**config.mk**
```make
export PLATFORM = sky130hd
export DESIGN_NAME = mdio_reg32_bridge
export DESIGN_NICKNAME = d
export VERILOG_FILES = /design/src/rtl/mdio_br_pkg.sv /design/src/rtl/mdio_mdc_gen.sv /design/src/rtl/mdio_frame_eng.sv /design/src/rtl/mdio_seq.sv /design/src/rtl/mdio_reg32_bridge.sv
export SDC_FILE = /design/constraint.sdc
export NUM_CORES = 1
export LEC_CHECK = 0
export ABC_AREA = 1
export BUFFER_PORTS_ARGS = -buffer_cell sky130_fd_sc_hd__buf_2
export CELL_PAD_IN_SITES_DETAIL_PLACEMENT = 1
export CELL_PAD_IN_SITES_GLOBAL_PLACEMENT = 2
export CORE_MARGIN = 2
export CORE_UTILIZATION = 36
export DETAILED_ROUTE_END_ITERATION = 16
export PLACE_DENSITY = 0.89
export RECOVER_POWER = 25
export SYNTH_ARGS = -nofsm -noshare
export SYNTH_HDL_FRONTEND = slang
export SYNTH_SLANG_ARGS = --single-unit
```
**constraint.sdc**
```tcl
create_clock -name clk -period 3.6 [get_ports clk]
set_clock_uncertainty 0.1 [all_clocks]
set_input_delay 0.18 -clock clk [delete_from_list [all_inputs] [get_ports clk]]
set_output_delay 0.18 -clock clk [all_outputs]
set_load 0.02 [all_outputs]
```
**src/rtl/mdio_br_pkg.sv**
```systemverilog
package mdio_br_pkg;

    localparam int REG_ADDR_W  = 16;
    localparam int REG_DATA_W  = 32;
    localparam int HALF_W      = REG_DATA_W / 2;
    localparam int PAGE_LSB    = 6;
    localparam int PAGE_W      = REG_ADDR_W - PAGE_LSB;
    localparam int WORD_LSB    = 2;
    localparam int WORD_W      = PAGE_LSB - WORD_LSB;
    localparam int DEV_W       = 5;
    localparam int FIELD_W     = 5;

    localparam logic [1:0] OPC_WRITE = 2'b01;
    localparam logic [1:0] OPC_READ  = 2'b10;
    localparam logic [1:0] START_SEQ = 2'b01;
    localparam logic [1:0] TA_WRITE  = 2'b10;
    localparam logic [1:0] TA_READ   = 2'b11;

    localparam logic [FIELD_W-1:0] FIELD_PAGE = 5'b11111;
    localparam logic [FIELD_W-1:0] FIELD_HIGH = 5'b10000;

    typedef enum logic [1:0] {
        PH_PAGE = 2'd0,
        PH_LOW  = 2'd1,
        PH_HIGH = 2'd2
    } phase_e;

    typedef struct packed {
        logic                          busy;
        phase_e                        phase;
        logic                          start;
        logic                          write;
        logic [REG_ADDR_W-1:WORD_LSB]  waddr;
        logic [REG_DATA_W-1:0]         wdata;
        logic [DEV_W-1:0]              dev;
        logic [HALF_W-1:0]             rd_lo;
        logic [REG_DATA_W-1:0]         rd_data;
        logic                          ack;
    } seq_st_t;

endpackage

```
**src/rtl/mdio_mdc_gen.sv**
```systemverilog
module mdio_mdc_gen #(
    parameter int DIV_HALF = 10
) (
    input  logic clk,
    input  logic rst_n,
    output logic mdc,
    output logic rise_now,
    output logic fall_now
);
    localparam int CNT_W = $clog2(DIV_HALF + 1);

    typedef struct packed {
        logic [CNT_W-1:0] cnt;
        logic             mdc;
    } gen_st_t;

    gen_st_t st_d, st_q;
    logic    wrap;

    always_comb begin
        st_d = st_q;
        wrap = (st_q.cnt == CNT_W'(DIV_HALF - 1));
        if (wrap) begin
            st_d.cnt = '0;
            st_d.mdc = ~st_q.mdc;
        end else begin
            st_d.cnt = st_q.cnt + 1'b1;
        end
    end

    always_ff @(posedge clk) begin
        if (!rst_n) begin
            st_q <= '0;
        end else begin
            st_q <= st_d;
        end
    end

    assign mdc      = st_q.mdc;
    assign rise_now = wrap & ~st_q.mdc;
    assign fall_now = wrap &  st_q.mdc;

endmodule

```
**src/rtl/mdio_frame_eng.sv**
```systemverilog
module mdio_frame_eng
    import mdio_br_pkg::*;
#(
    parameter int PRE_LEN = 32
) (
    input  logic               clk,
    input  logic               rst_n,
    input  logic               rise_now,
    input  logic               fall_now,
    input  logic               start,
    input  logic               is_read,
    input  logic [DEV_W-1:0]   dev,
    input  logic [FIELD_W-1:0] field,
    input  logic [HALF_W-1:0]  wdata,
    input  logic               mdio_i,
    output logic               done,
    output logic [HALF_W-1:0]  rdata,
    output logic               mdio_o,
    output logic               mdio_oe
);
    localparam int FRAME_BITS = PRE_LEN + 32;
    localparam int IDX_W      = $clog2(FRAME_BITS + 1);
    localparam int TA_POS     = PRE_LEN + 14;
    localparam int DAT_POS    = PRE_LEN + 16;

    typedef struct packed {
        logic                  active;
        logic                  rd;
        logic [IDX_W-1:0]      idx;
        logic [FRAME_BITS-1:0] sh;
        logic [HALF_W-1:0]     cap;
        logic                  dout;
        logic                  oe;
        logic                  done;
    } eng_st_t;

    eng_st_t st_d, st_q;

    always_comb begin
        st_d      = st_q;
        st_d.done = 1'b0;
        if (!st_q.active) begin
            if (start) begin
                st_d.active = 1'b1;
                st_d.rd     = is_read;
                st_d.idx    = '0;
                st_d.sh     = {{PRE_LEN{1'b1}}, START_SEQ,
                               is_read ? OPC_READ : OPC_WRITE,
                               dev, field,
                               is_read ? TA_READ : TA_WRITE,
                               is_read ? {HALF_W{1'b0}} : wdata};
            end
        end else if (fall_now) begin
            if (st_q.idx == IDX_W'(FRAME_BITS)) begin
                st_d.active = 1'b0;
                st_d.done   = 1'b1;
                st_d.oe     = 1'b0;
                st_d.dout   = 1'b1;
            end else begin
                st_d.dout = st_q.sh[FRAME_BITS-1];
                st_d.sh   = {st_q.sh[FRAME_BITS-2:0], 1'b1};
                st_d.oe   = !(st_q.rd && (st_q.idx >= IDX_W'(TA_POS)));
                st_d.idx  = st_q.idx + 1'b1;
            end
        end else if (rise_now) begin
            if (st_q.rd && (st_q.idx > IDX_W'(DAT_POS))) begin
                st_d.cap = {st_q.cap[HALF_W-2:0], mdio_i};
            end
        end
    end

    always_ff @(posedge clk) begin
        if (!rst_n) begin
            st_q      <= '0;
            st_q.dout <= 1'b1;
        end else begin
            st_q <= st_d;
        end
    end

    assign done    = st_q.done;
    assign rdata   = st_q.cap;
    assign mdio_o  = st_q.dout;
    assign mdio_oe = st_q.oe;

endmodule

```
**src/rtl/mdio_seq.sv**
```systemverilog
module mdio_seq
    import mdio_br_pkg::*;
(
    input  logic                  clk,
    input  logic                  rst_n,
    input  logic                  req_valid,
    input  logic                  req_write,
    input  logic [REG_ADDR_W-1:0] req_addr,
    input  logic [REG_DATA_W-1:0] req_wdata,
    input  logic [DEV_W-1:0]      dev_addr,
    input  logic                  eng_done,
    input  logic [HALF_W-1:0]     eng_rdata,
    output logic                  f_start,
    output logic                  f_read,
    output logic [DEV_W-1:0]      f_dev,
    output logic [FIELD_W-1:0]    f_field,
    output logic [HALF_W-1:0]     f_wdata,
    output logic                  req_ack,
    output logic [REG_DATA_W-1:0] rd_data
);
    seq_st_t st_d, st_q;

    always_comb begin
        st_d       = st_q;
        st_d.start = 1'b0;
        st_d.ack   = 1'b0;
        if (!st_q.busy) begin
            if (req_valid) begin
                st_d.busy  = 1'b1;
                st_d.phase = PH_PAGE;
                st_d.start = 1'b1;
                st_d.write = req_write;
                st_d.waddr = req_addr[REG_ADDR_W-1:WORD_LSB];
                st_d.wdata = req_wdata;
                st_d.dev   = dev_addr;
            end
        end else if (eng_done) begin
            case (st_q.phase)
                PH_PAGE: begin
                    st_d.phase = PH_LOW;
                    st_d.start = 1'b1;
                end
                PH_LOW: begin
                    st_d.rd_lo = eng_rdata;
                    st_d.phase = PH_HIGH;
                    st_d.start = 1'b1;
                end
                default: begin
                    st_d.busy = 1'b0;
                    st_d.ack  = 1'b1;
                    if (!st_q.write) begin
                        st_d.rd_data = {eng_rdata, st_q.rd_lo};
                    end
                end
            endcase
        end
    end

    always_ff @(posedge clk) begin
        if (!rst_n) begin
            st_q <= '0;
        end else begin
            st_q <= st_d;
        end
    end

    always_comb begin
        f_read = !st_q.write && (st_q.phase != PH_PAGE);
        case (st_q.phase)
            PH_PAGE: begin
                f_field = FIELD_PAGE;
                f_wdata = HALF_W'(st_q.waddr[REG_ADDR_W-1:PAGE_LSB]);
            end
            PH_LOW: begin
                f_field = {1'b0, st_q.waddr[PAGE_LSB-1:WORD_LSB]};
                f_wdata = st_q.wdata[HALF_W-1:0];
            end
            default: begin
                f_field = FIELD_HIGH;
                f_wdata = st_q.wdata[REG_DATA_W-1:HALF_W];
            end
        endcase
    end

    assign f_start = st_q.start;
    assign f_dev   = st_q.dev;
    assign req_ack = st_q.ack;
    assign rd_data = st_q.rd_data;

endmodule

```
**src/rtl/mdio_reg32_bridge.sv**
```systemverilog
module mdio_reg32_bridge
    import mdio_br_pkg::*;
#(
    parameter int DIV_HALF = 10,
    parameter int PRE_LEN  = 32
) (
    input  logic                  clk,
    input  logic                  rst_n,
    input  logic                  req_valid,
    input  logic                  req_write,
    input  logic [REG_ADDR_W-1:0] req_addr,
    input  logic [REG_DATA_W-1:0] req_wdata,
    input  logic [DEV_W-1:0]      dev_addr,
    output logic                  req_ack,
    output logic [REG_DATA_W-1:0] rd_data,
    output logic                  mdc,
    output logic                  mdio_o,
    output logic                  mdio_oe,
    input  logic                  mdio_i
);
    logic               rise_now, fall_now;
    logic               f_start, f_read, eng_done;
    logic [DEV_W-1:0]   f_dev;
    logic [FIELD_W-1:0] f_field;
    logic [HALF_W-1:0]  f_wdata, eng_rdata;

    mdio_mdc_gen #(.DIV_HALF(DIV_HALF)) i_gen (
        .clk      (clk),
        .rst_n    (rst_n),
        .mdc      (mdc),
        .rise_now (rise_now),
        .fall_now (fall_now)
    );

    mdio_seq i_seq (
        .clk       (clk),
        .rst_n     (rst_n),
        .req_valid (req_valid),
        .req_write (req_write),
        .req_addr  (req_addr),
        .req_wdata (req_wdata),
        .dev_addr  (dev_addr),
        .eng_done  (eng_done),
        .eng_rdata (eng_rdata),
        .f_start   (f_start),
        .f_read    (f_read),
        .f_dev     (f_dev),
        .f_field   (f_field),
        .f_wdata   (f_wdata),
        .req_ack   (req_ack),
        .rd_data   (rd_data)
    );

    mdio_frame_eng #(.PRE_LEN(PRE_LEN)) i_eng (
        .clk      (clk),
        .rst_n    (rst_n),
        .rise_now (rise_now),
        .fall_now (fall_now),
        .start    (f_start),
        .is_read  (f_read),
        .dev      (f_dev),
        .field    (f_field),
        .wdata    (f_wdata),
        .mdio_i   (mdio_i),
        .done     (eng_done),
        .rdata    (eng_rdata),
        .mdio_o   (mdio_o),
        .mdio_oe  (mdio_oe)
    );

endmodule

```
Word-level counts from Yosys, hierarchy flattened
Cells that the tools add are included.
Storage, ports and cells
  word-level logic and storage cells: 81
  bits of input ports: 58
  register bits: 202
  output and inout port bits: 36
Cells by class
  bitwise gates (word level): 9
  $add $sub $neg: 2
  muxes and demuxes: 20
  reduce and logical (&&, ||, !) cells: 21
  order comparisons: 2
  equal/unequal tests: 7
Operators with widths (count)
  2-to-1 mux 71 bit: 3
  2-to-1 mux 73 bit: 1
  2-to-1 mux 56 bit: 1
  one-hot mux 16 bit (2 select lines): 1
  2-to-1 mux 16 bit: 1
  AND reduction 3 bit: 5
  one-hot mux 5 bit (2 select lines): 1
  2-to-1 mux 4 bit: 2
  AND reduction 4 bit: 2
  adder 7 x 1 -> 7 bit (second input constant): 1
  equality test 7 bit (second input constant): 1
  greater-or-equal comparator 7 x 6 -> 1 bit (second input constant): 1
  greater-than comparator 7 x 6 -> 1 bit (second input constant): 1
  2-to-1 mux 1 bit: 7
  NOT 1 bit: 7
  one-hot mux 3 bit (2 select lines): 1
  AND reduction 2 bit: 3
  nonzero test 2 bit: 3
  adder 4 x 1 -> 4 bit (second input constant): 1
  equality test 4 bit (second input constant): 1
  2-to-1 mux 2 bit: 2
  != test 2 bit (second input constant): 2
  OR reduction 2 bit: 2
  logical AND 1 bit: 3
  other kinds (6): 8

Logic depth before layout (Yosys ltp)
Gate-level depths: netlist (run 1).
  depth in word-level cells: 5
  depth in mapped cells: 11
  mapped depth without buffers: 10

By module
From an unflattened synthesis (run 1), not the netlist that was laid out.
Unflattened totals
  cell total of the unflattened synthesis: 1237
  area total of the unflattened synthesis: 9032.4 um2
By module, submodules not included
  mdio_seq: area an instance 4677.0 um2, cells each 637, seq. area each 2102.0 um2, times used 1
  mdio_frame_eng: area an instance 4127.7 um2, cells each 571, seq. area each 1841.8 um2, times used 1
  mdio_mdc_gen: area an instance 227.7 um2, cells each 29, seq. area each 100.1 um2, times used 1

Worst setup path after synthesis (run 1)
OpenSTA, ideal clock, no wires.
  path kind: register -> register
  start point: register i_gen.st_q[1] (netlist bit)
  end point: register i_eng.st_q[55] (netlist bit)
  path buffers: 1
  slack: 1.950 ns
  setup time: 0.128 ns
  clock period less this slack: 1.650 ns
  data required time: 3.372 ns
  arrival time: 1.423 ns
  stages on the path, launching flop included: 10
  cell sequence: dfxtp_1 > ha_1 > nand3_2 > nor2_1 > nand2_2 > nor2_4 > buf_4 > nor2_1 > nor2_1 > nor2_1
On the way
  cells in the longest elaborated chain, start to end: 4
Ends and longest elaborated chain
  from (decl): RTL line mdio_mdc_gen.sv:17  | gen_st_t st_d, st_q;
  from (signal assigned): RTL line mdio_mdc_gen.sv:35  | st_q <= st_d;
  equality test 4 bit: RTL line mdio_mdc_gen.sv:22  | wrap = (st_q.cnt == CNT_W'(DIV_HALF - 1));
  bitwise AND 1 bit: RTL line mdio_mdc_gen.sv:41  | assign fall_now = wrap & st_q.mdc;
  != test 2 bit (no line)
  AND reduction 3 bit (no line)
  to (signal assigned): RTL line mdio_frame_eng.sv:77  | st_q <= st_d;
  to (decl): RTL line mdio_frame_eng.sv:37  | eng_st_t st_d, st_q;
No other way between the ends.
A chain may end at the register's enable or synchronous reset.

Worst setup path after layout (run 1)
  start point: input rst_n
  end point: register i_gen.st_q[4] (netlist bit)
On the way
  cells in the longest elaborated chain, start to end: 2
Ends and longest elaborated chain
  from (decl): RTL line mdio_reg32_bridge.sv:8  | input logic rst_n,
  NOT 1 bit (no line)
  OR reduction 2 bit (no line)
No other way between the ends.

==> results.md, run 1 <==
* Run status: finished, violations left
* Failing checks: max-capacitance violations, max-slew violations
* Layout Nets at 1337
* Warning count from the yosys run at 0
* Startpoint Class: primary input
* Total core area at roughly 23000 um^2
* Count of boundary I/O pins at 94
* Synth Cell Area at 8630 um^2
* Final Cycle Share at between 80% and 90%
* Least-Margin Pin Slew at between 2 and 2.5 ns
* Yosys top cell area share at approximately 47%
* Critical path type: in2reg
* Global-route wire length before repair at between 30000 and 40000 um
* Avg Synthesized Cell Area at between 7 and 8 um^2
* Post-cts gate resize count at 0
* DIE AREA at 25200 um^2
* Leakage Power at approximately 4.4 nW
* P per Cell Area at about 490 nW/um^2
* Register clock-pin slew on the reported worst setup and hold paths at approximately 0.060 ns
* N_diodes at 0
* Vias in the first global route at approximately 8000
* MaxCap Viol Count at 2
* Die Y at between 150 and 200 um
* Die Width at ~160 um
* TritonRoute pass-1 iters at 4
* Synth top area cells: dfxtp_1, nor2_1, nand2_1
* Area Overhead vs Synth at 17.6%
* Post-route setup slack at 0.665 ns
* Post-route cell area at about 10000 um^2
* Clock root cell: clkbuf_16
* Dpl ws at 1.00 ns
* Vias at 7748
* Setup Fix Bufs, Post-CTS at 0
* Finished Layout Cells at around 1600
* Clock Sinks at 202
* Dpl hpwl at approximately 13000 um
* Top post-synthesis cells by count: nor2_1, dfxtp_1, nand2_1
* Initial Util at 36.7%
* Initial DRC Count at between 300 and 400
* CP Launch Point: rst_n
* Clock buffer depth at 3
* Fill cells at approximately 3000
* Antenna-violating nets left at 0
* Share of cells above drive strength 1 at ~9.7%
* Global Route Usage Sum at 18.0%
* Cells after DPL at ~1500
* Period minus WS final at roughly 3 ns
* Most common cell in the netlist: nor2_1
* Port-buffer cells at between 90 and 100
* RR Startpoint: i_seq.st_q[104]
* Slew HR at -52.5%
* Worst path required time at between 3 and 4 ns
* Maximum vdd ir drop at 352 uV
* Hold/Removal Path Class: in2reg
* CTS tree: built
* Hold Vio Cnt, Final at 0
* Initial antenna violation count at 0
* Vias/cell at 4.81
* Grt ovf at 0
* Largest net degree at the start of global routing at 63
* Final setup fails at 0
* Fraction of registers with async set or reset after synthesis at 0%
* Final slew viol count at 111
* Yosys top cell by area: dfxtp_1
* H-tree levels at 1
* DR DRC count at 0
* Inserted Clock Buffers at 23
* Setup tns final at 0 ns
* Synthesized flop and latch total at slightly above 200
* Routed Wire Length at 22700 um
* Synthesized instance count at 1200
* Hold Crit Start: rst_n
* Ys flop type: dfxtp_1
* Number of synthesized flops with an enable pin at 0
* CP Capture Type: flop
* RSZ-0062 raised after global routing: no
* Critical path peak fanout at a little over 60
* Routability cong. at between 0.7 and 0.8
* FP Rows at 56
* Critical path arrival at 3.26 ns
* FMAX at 341 MHz
* Min Hold Slack at ~0.28 ns
* Routed wire per std cell at around 14 um
* Post-Syn Nets at 1262
* Clock latency on the worst-skew pair at just over 0.5 ns
* Distinct cells, synth at 31
* Placed cell area at approximately 9000 um^2
* Seq/Total Area, Yosys at between 40 and 50%
sequential cells by signal, summed over array words and instances, names as in the netlist:
name and cells:
i_eng.done 1, i_eng.st_q 73, i_seq.f_dev 5, i_seq.f_start 1, i_seq.rd_data 32, i_gen.st_q 4, i_seq.req_ack 1, i_eng.rdata 16
i_seq.st_q 66, i_eng.mdio_o 1, i_eng.mdio_oe 1, i_gen.mdc 1
critical path, stage by stage:
cell	delay [ns]
buf_2	0.70
clkbuf_1	1.69
nand2_1	0.42
a21oi_1	0.24
metal layers:
metal	vias up	GRT usage [%]	part of all wire, %
met4	0	3.88	1.8
met2	115	32.8	49
met1	3681	22.5	46
met3	28	2.48	3.3
li1	3924	-	-
met5	-	0	0
per-stage QoR:
step           util (%)  total power [W]
6_report           43.2          0.00498
4_1_cts            43.5          0.00504
5_1_grt            43.2          0.00520
3_5_place_dp       38.0          0.00273
2_1_floorplan         -          0.00264
3_3_place_gp       38.0          0.00272
repair_timing:
item | in CTS | in global routing
endpoints found under the setup margin | 0 | 0
hold buffers | 54 | 0
hold endpoints to repair | 54 | 0
final cells by class:
cell class | count | area [um^2] | area share [%]
clock buffer | 34 | 687 | 6.77
clock inverter | 7 | 41.3 | 0.407
inverter | 79 | 299 | 2.95
multi-input combinational | 812 | 3640 | 35.9
sequential | 202 | 4040 | 39.9
tap | 319 | 399 | 3.93
timing repair buffer | 157 | 1030 | 10.2
layout by cell type, fill, tap and decap left out, drive strengths merged:
| cell type | count |
|---|---|
| clkbuf | 72 |
| clkinvlp | 1 |
| nor2 | 299 |
| nor3 | 3 |
| dlygate4sd3 | 54 |
| inv | 79 |
| xnor2 | 1 |
| clkinv | 6 |
| dfxtp | 202 |
| xor2 | 2 |
| nand2 | 192 |
| o22ai | 3 |
| o21ai | 117 |
| buf | 65 |
| a22o | 5 |
| a21oi | 76 |
| o21bai | 13 |
| or2 | 1 |
| nand4 | 1 |
| ha | 4 |
| nand3 | 95 |
power by group:
part | total, W | internal [W] | switching (W)
clock network | 0.00225 | 0.00132 | 0.000930
logic | 0.000357 | 0.000148 | 0.000210
registers | 0.00238 | 0.00233 | 0.0000478
final timing paths:
| check | cells past startpoint | endpoint | slack, ns |
|---|---|---|---|
| setup / recovery | 4 | i_gen.st_q[4] | 0.67 |
| hold / removal | 3 | i_seq.rd_data[11] | 0.28 |
| setup reg to reg | 4 | i_seq.st_q[92] | 0.99 |
| hold reg to reg | 1 | i_gen.st_q[1] | 0.37 |
cell families after synthesis:
logic type      synth area share [%]
compound gates                  13.1
xor+xnor                       0.305
simple gates                    28.3
buf+inv                         10.9
fa+ha+maj                      0.580
flops                           46.9
No activity file was read; power rests on OpenSTA's default activity.
==> run 2, diff against run 1 <==
Settings changed: CORE_UTILIZATION 36 to 30, PLACE_DENSITY 0.89 to 0.79.
Clock period 3.6 ns to 2.54 ns, I/O delays scaled along.
==> results.md, run 2 (synthesis results as in run 1) <==
* Run status: complete, no violations
* Dpl ws at 0.589 ns (-0.414 ns)
* Area Overhead vs Synth at 20.3%
* Largest net degree at the start of global routing at 117 (+86%)
* Vias/cell at 4.57 (-5.1%)
* Initial DRC Count at 326 (-16%)
* DIE AREA at 30100 um^2 (+19%)
* MaxCap Viol Count at 0 (-2)
* TritonRoute pass-1 iters at 4 (unchanged)
* Total core area at 28500 um^2 (+21%)
* Critical path arrival at 2.25 ns (-1.01 ns)
* Final slew viol count at 0 (-100%)
* DR DRC count at 0 (unchanged)
* Clock root cell: clkbuf_16
* Cts hold-fix bufs at 54 (unchanged)
* Post-cts gate resize count at 0 (unchanged)
* FMAX at 513 MHz
* Maximum vdd ir drop at 468 uV (+33%)
* CTS tree: built
* Final setup fails at 0 (unchanged)
* Vias at 7706 (-0.54%)
* Slew HR at 53.4% (+110 points)
* Hold/Removal Path Class: in2reg
* H-tree levels at 1 (unchanged)
* Setup Fix Bufs, Post-CTS at 0 (unchanged)
* Die Y at 174 um (+9.3%)
* Clock latency on the worst-skew pair at 0.51 ns (about the same)
* Critical path type: reg2reg
* Final Util at 36.5% (-6.8 points)
* Least-Margin Pin Slew at 0.699 ns (-1.59 ns)
* Global Route Usage Sum at 15.1% (-2.9 points)
* Setup tns final at 0 ns (unchanged)
* Inserted Clock Buffers at 25 (+8.7%)
* N_diodes at 0 (unchanged)
* Max reg flops at 73 (unchanged)
* Routability cong. at 0.728 (-3.0%)
* RSZ-0062 raised after global routing: no
* Clock Sinks at 202 (unchanged)
* Final Cycle Share at around 77%
* Count of boundary I/O pins at 94 (unchanged)
* Layout Nets at 1350 (+0.97%)
* Routed wire per std cell at 13.5 um (-4.5%)
* Antenna-violating nets left at 0 (unchanged)
* Period minus WS final at 1.95 ns
* Initial antenna violation count at 0 (unchanged)
* Routed Wire Length at 22800 um (+0.15%)
* Largest Register: i_eng.st_q
* Leakage Power at 4.43 nW (+1.6%)
* Placed cell area at 9120 um^2 (+2.1%)
* Startpoint Class: flop
* Worst R2R Setup Slack at 0.59 ns (-0.40 ns)
* P per Cell Area at 696 nW/um^2 (+42%)
* Critical path peak fanout at 26 (-58%)
* Worst path required time at 2.84 ns (-1.09 ns)
* Most frequent cells in the layout: nor2_1, dfxtp_1, nand2_1
* Port-buffer cells at 91 (unchanged)
* Grt ovf at 0 (unchanged)
* Post-route cell area at 10400 um^2 (+2.3%)
* Post-route setup slack at 0.592 ns (-0.0732 ns)
* FP Rows at 62 (+11%)
* CP Capture Type: flop
* Share of cells above drive strength 1 at 10.4% (+0.67 points)
* Dpl hpwl at 13900 um (+3.4%)
* Global-route wire length before repair at 38400 um (-0.50%)
* Clock buffer depth at 3 (unchanged)
* Initial Util at 30.3% (-6.5 points)
* Vias in the first global route at 7761 (-1.4%)
* Die Width at 174 um (+9.3%)
* Most common cell after layout, fill and taps aside: nor2_1
* Register clock-pin slew on the reported worst setup and hold paths at 0.05 ns (about the same)
* Hold Vio Cnt, Final at 0 (unchanged)
[run 2: changes by cell type in the layout (fill, tap and decap cells not counted), moves of 2 or more]
cell,change
buf_12,+2
clkbuf_2,+2
clkinv_2,-2
buf_4,+8
clkbuf_16,+2
[run 2: metal layers]
metal | track usage, % | up-vias | wire, um
met2 | 26.9 | 93 | 11100
met1 | 19.3 | 3628 | 10600
met4 | 3.71 | 0 | 440
met5 | 0 | - | 0
li1 | - | 3957 | -
met3 | 1.97 | 28 | 633
[run 2: cell type report]
cell class,instances,area [um^2]
multi-input combinational,812,3630
timing repair buffer,168,1140
sequential,202,4040
inverter,79,299
fill,3563,18100
clock inverter,5,30.0
tap,384,480
clock buffer,38,754
[run 2: critical path, cell delays in order, from the launching register on]
cell	delay (ns)
dfxtp_1	0.33
inv_1	0.11
ha_1	0.15
nand3_1	0.09
inv_1	0.14
nand2_4	0.15
nand2_4	0.11
nand2_4	0.19
buf_4	0.26
o21bai_1	0.14
nor2_1	0.06
[run 2: power breakdown]
| group | internal, W | switching [W] | leakage, nW |
|---|---|---|---|
| clock network | 0.00203 | 0.00132 | 0.384 |
| logic | 0.000214 | 0.000295 | 2.40 |
| registers | 0.00330 | 0.0000640 | 1.65 |
[run 2: final timing paths]
check             startpoint              end  cells after the start
max           i_eng.st_q[83]   i_eng.st_q[31]                     10
max reg2reg   i_eng.st_q[83]   i_eng.st_q[31]                     10
min reg2reg  i_eng.rdata[15]  i_eng.rdata[15]                      2
min                    rst_n   i_eng.rdata[1]                      4
[run 2: stage by stage]
| step | instances | hold WS [ns] | power [W] |
|---|---|---|---|
| 2_1_floorplan | 1200 | 0.162 | 0.00374 |
| 3_3_place_gp | 1591 | 0.250 | 0.00387 |
| 3_5_place_dp | 1591 | 0.256 | 0.00389 |
| 4_1_cts | 1688 | 0.0202 | 0.00735 |
| 5_1_grt | 1688 | 0.0528 | 0.00757 |
| 6_report | 1688 | 0.0243 | 0.00722 |
==> run 3, diff against run 2 <==
Settings changed: CORE_UTILIZATION 30 to 33, PLACE_DENSITY 0.79 to 0.83.
Clock period 2.54 ns to 2 ns, I/O delays scaled along.
==> results.md, run 3 (synthesis results as in run 1) <==
* Most common cell after layout, fill and taps aside: nor2_1
* Global-route wire length before repair at 39500 um (+2.9%)
* Clock latency on the worst-skew pair at 0.54 ns (+0.03 ns)
* Multi-input gate area at 3650 um^2 (+0.45%)
* Routed wire per std cell at 14.1 um (+4.5%)
* Least-Margin Pin Slew at 0.514 ns (-0.185 ns)
* FMAX at 551 MHz (+7.4%)
* DR DRC count at 0 (unchanged)
* Critical path arrival at 2.12 ns (-0.13 ns)
* Routed Wire Length at 23200 um (+2.1%)
* Hold Crit Start: req_wdata[9]
* Leakage Power at 4.55 nW (+2.8%)
* MaxCap Viol Count at 0 (unchanged)
* Total core area at 25800 um^2 (-9.2%)
* Startpoint Class: flop
* Area Overhead vs Synth at 22.7%
* Most frequent cells in the layout: nor2_1, dfxtp_1, nand2_1
* Inserted Clock Buffers at 24 (-4.0%)
* Worst path required time at 2.31 ns (-0.53 ns)
* Final Cycle Share at 90.7% (+14 points)
* Vias in the first global route at 8064 (+3.9%)
* Hold/Removal Path Class: in2reg
* TritonRoute pass-1 iters at 4 (unchanged)
* Fill cells at 3255 (-8.6%)
* Antenna-violating nets left at 0 (unchanged)
* Initial Util at 33.4% (+3.1 points)
* Initial antenna violation count at 0 (unchanged)
* Vias/cell at 4.76 (+4.3%)
* Global Route Usage Sum at 16.8% (+1.7 points)
* CTS tree: built
* Critical path type: reg2reg
* RSZ-0062 raised after global routing: no
* Setup tns final at 0 ns (unchanged)
* Grt ovf at 0 (unchanged)
* CP Capture Type: flop
* Count of boundary I/O pins at 94 (unchanged)
* Largest net degree at the start of global routing at 117 (unchanged)
* H-tree levels at 1 (unchanged)
* Maximum vdd ir drop at 679 uV (+45%)
* DIE AREA at 27400 um^2 (-8.9%)
* Largest Register: i_eng.st_q
* Die Width at 166 um (-4.5%)
* Clock Sinks at 202 (unchanged)
* CP Launch Point: i_gen.st_q[1]
* Sequential standard cell area at 4040 um^2 (unchanged)
* P per Cell Area at 912 nW/um^2 (+31%)
* Hold Vio Cnt, Final at 0 (unchanged)
* FP Rows at 59 (-4.8%)
* Register clock-pin slew on the reported worst setup and hold paths at 0.06 ns (about the same)
* Final slew viol count at 0 (unchanged)
* RR Startpoint: i_gen.st_q[1]
* Die Y at 166 um (-4.5%)
* Routability cong. at 0.773 (+6.2%)
* Share of cells above drive strength 1 at 10.9% (+0.53 points)
* Port-buffer cells at 91 (unchanged)
* Slew HR at 65.7% (+12 points)
* Run status: complete, no violations
* Final setup fails at 0 (unchanged)
* Max reg flops at 73 (unchanged)
* Layout Nets at 1359 (+0.67%)
* N_diodes at 0 (unchanged)
* Final Power at 0.00965 W (+34%)
* Critical path peak fanout at 17 (-35%)
* Vias at 7848 (+1.8%)
* Period minus WS final at 1.81 ns (-0.134 ns)
* Clock root cell: clkbuf_16
* Dpl hpwl at 14000 um (+0.74%)
* Clock buffer depth at 3 (unchanged)
* Initial DRC Count at 352 (+8.0%)
-- run 3: cell count changes in the layout (fill, tap and decap cells not counted), sizes merged --
| cell | delta |
|---|---|
| dlygate4sd3 | +4 |
| clkinvlp | -2 |
| clkinv | -2 |
| buf | +6 |
| bufinv | +3 |
| inv | +1 |
-- run 3: through the flow --
step	util, %	instances	worst slack, ns	instance area [um^2]	hold slack (ns)
after floorplan	-	1200	0.350	8630	0.135
after global placement	35.4	1546	0.200	9150	0.221
after detailed placement	35.4	1546	0.136	9150	0.230
after CTS	41.0	1647	0.126	10600	0.198
after global routing	40.9	1649	0.0411	10600	0.236
final	40.9	1649	0.186	10600	0.214
-- run 3: critical path, stage by stage (launching register included) --
cell and delay [ns]:
dfxtp_1 0.38, ha_1 0.20, nand3_2 0.15, nor2_2 0.13, nand2_2 0.10, nor2_4 0.22, clkbuf_16 0.22, nor2_1 0.05
nor2_1 0.11, nor2_1 0.04
-- run 3: power breakdown --
| part | internal, W | switching, W |
|---|---|---|
| Combinational | 0.000285 | 0.000375 |
| Clock | 0.00294 | 0.00177 |
| Sequential | 0.00419 | 0.0000849 |
-- run 3: layout make-up --
cell class,count,share of cell area [%]
Clock buffer,38,7.02
Tap cell,335,3.96
Clock inverter,5,1.22
Sequential cell,202,38.2
Timing Repair Buffer,178,12.3
Multi-Input combinational cell,812,34.5
Inverter,79,2.83
-- run 3: repair_timing --
item	in CTS	in global routing
setup buffers	0	1
resized for setup	0	2
setup endpoints to repair	0	29
hold buffers	58	0
endpoints found under the hold margin	57	0
-- run 3: metal layers --
layer	vias to the layer above	part of all wire (%)	global-route usage, %
met5	-	0	0
met1	3758	46	20.9
met3	27	2.9	2.27
li1	3972	-	-
met4	0	1.6	4.08
met2	91	49	30.5
-- run 3: path summary, 6_finish.rpt --
check                                        to  slack (ns)  cells after the start
worst max register to register   i_eng.st_q[79]        0.19                      9
worst min register to register  i_eng.rdata[15]        0.37                      2
worst max-delay path             i_eng.st_q[79]        0.19                      9
worst min-delay path             i_seq.st_q[63]        0.21                      4
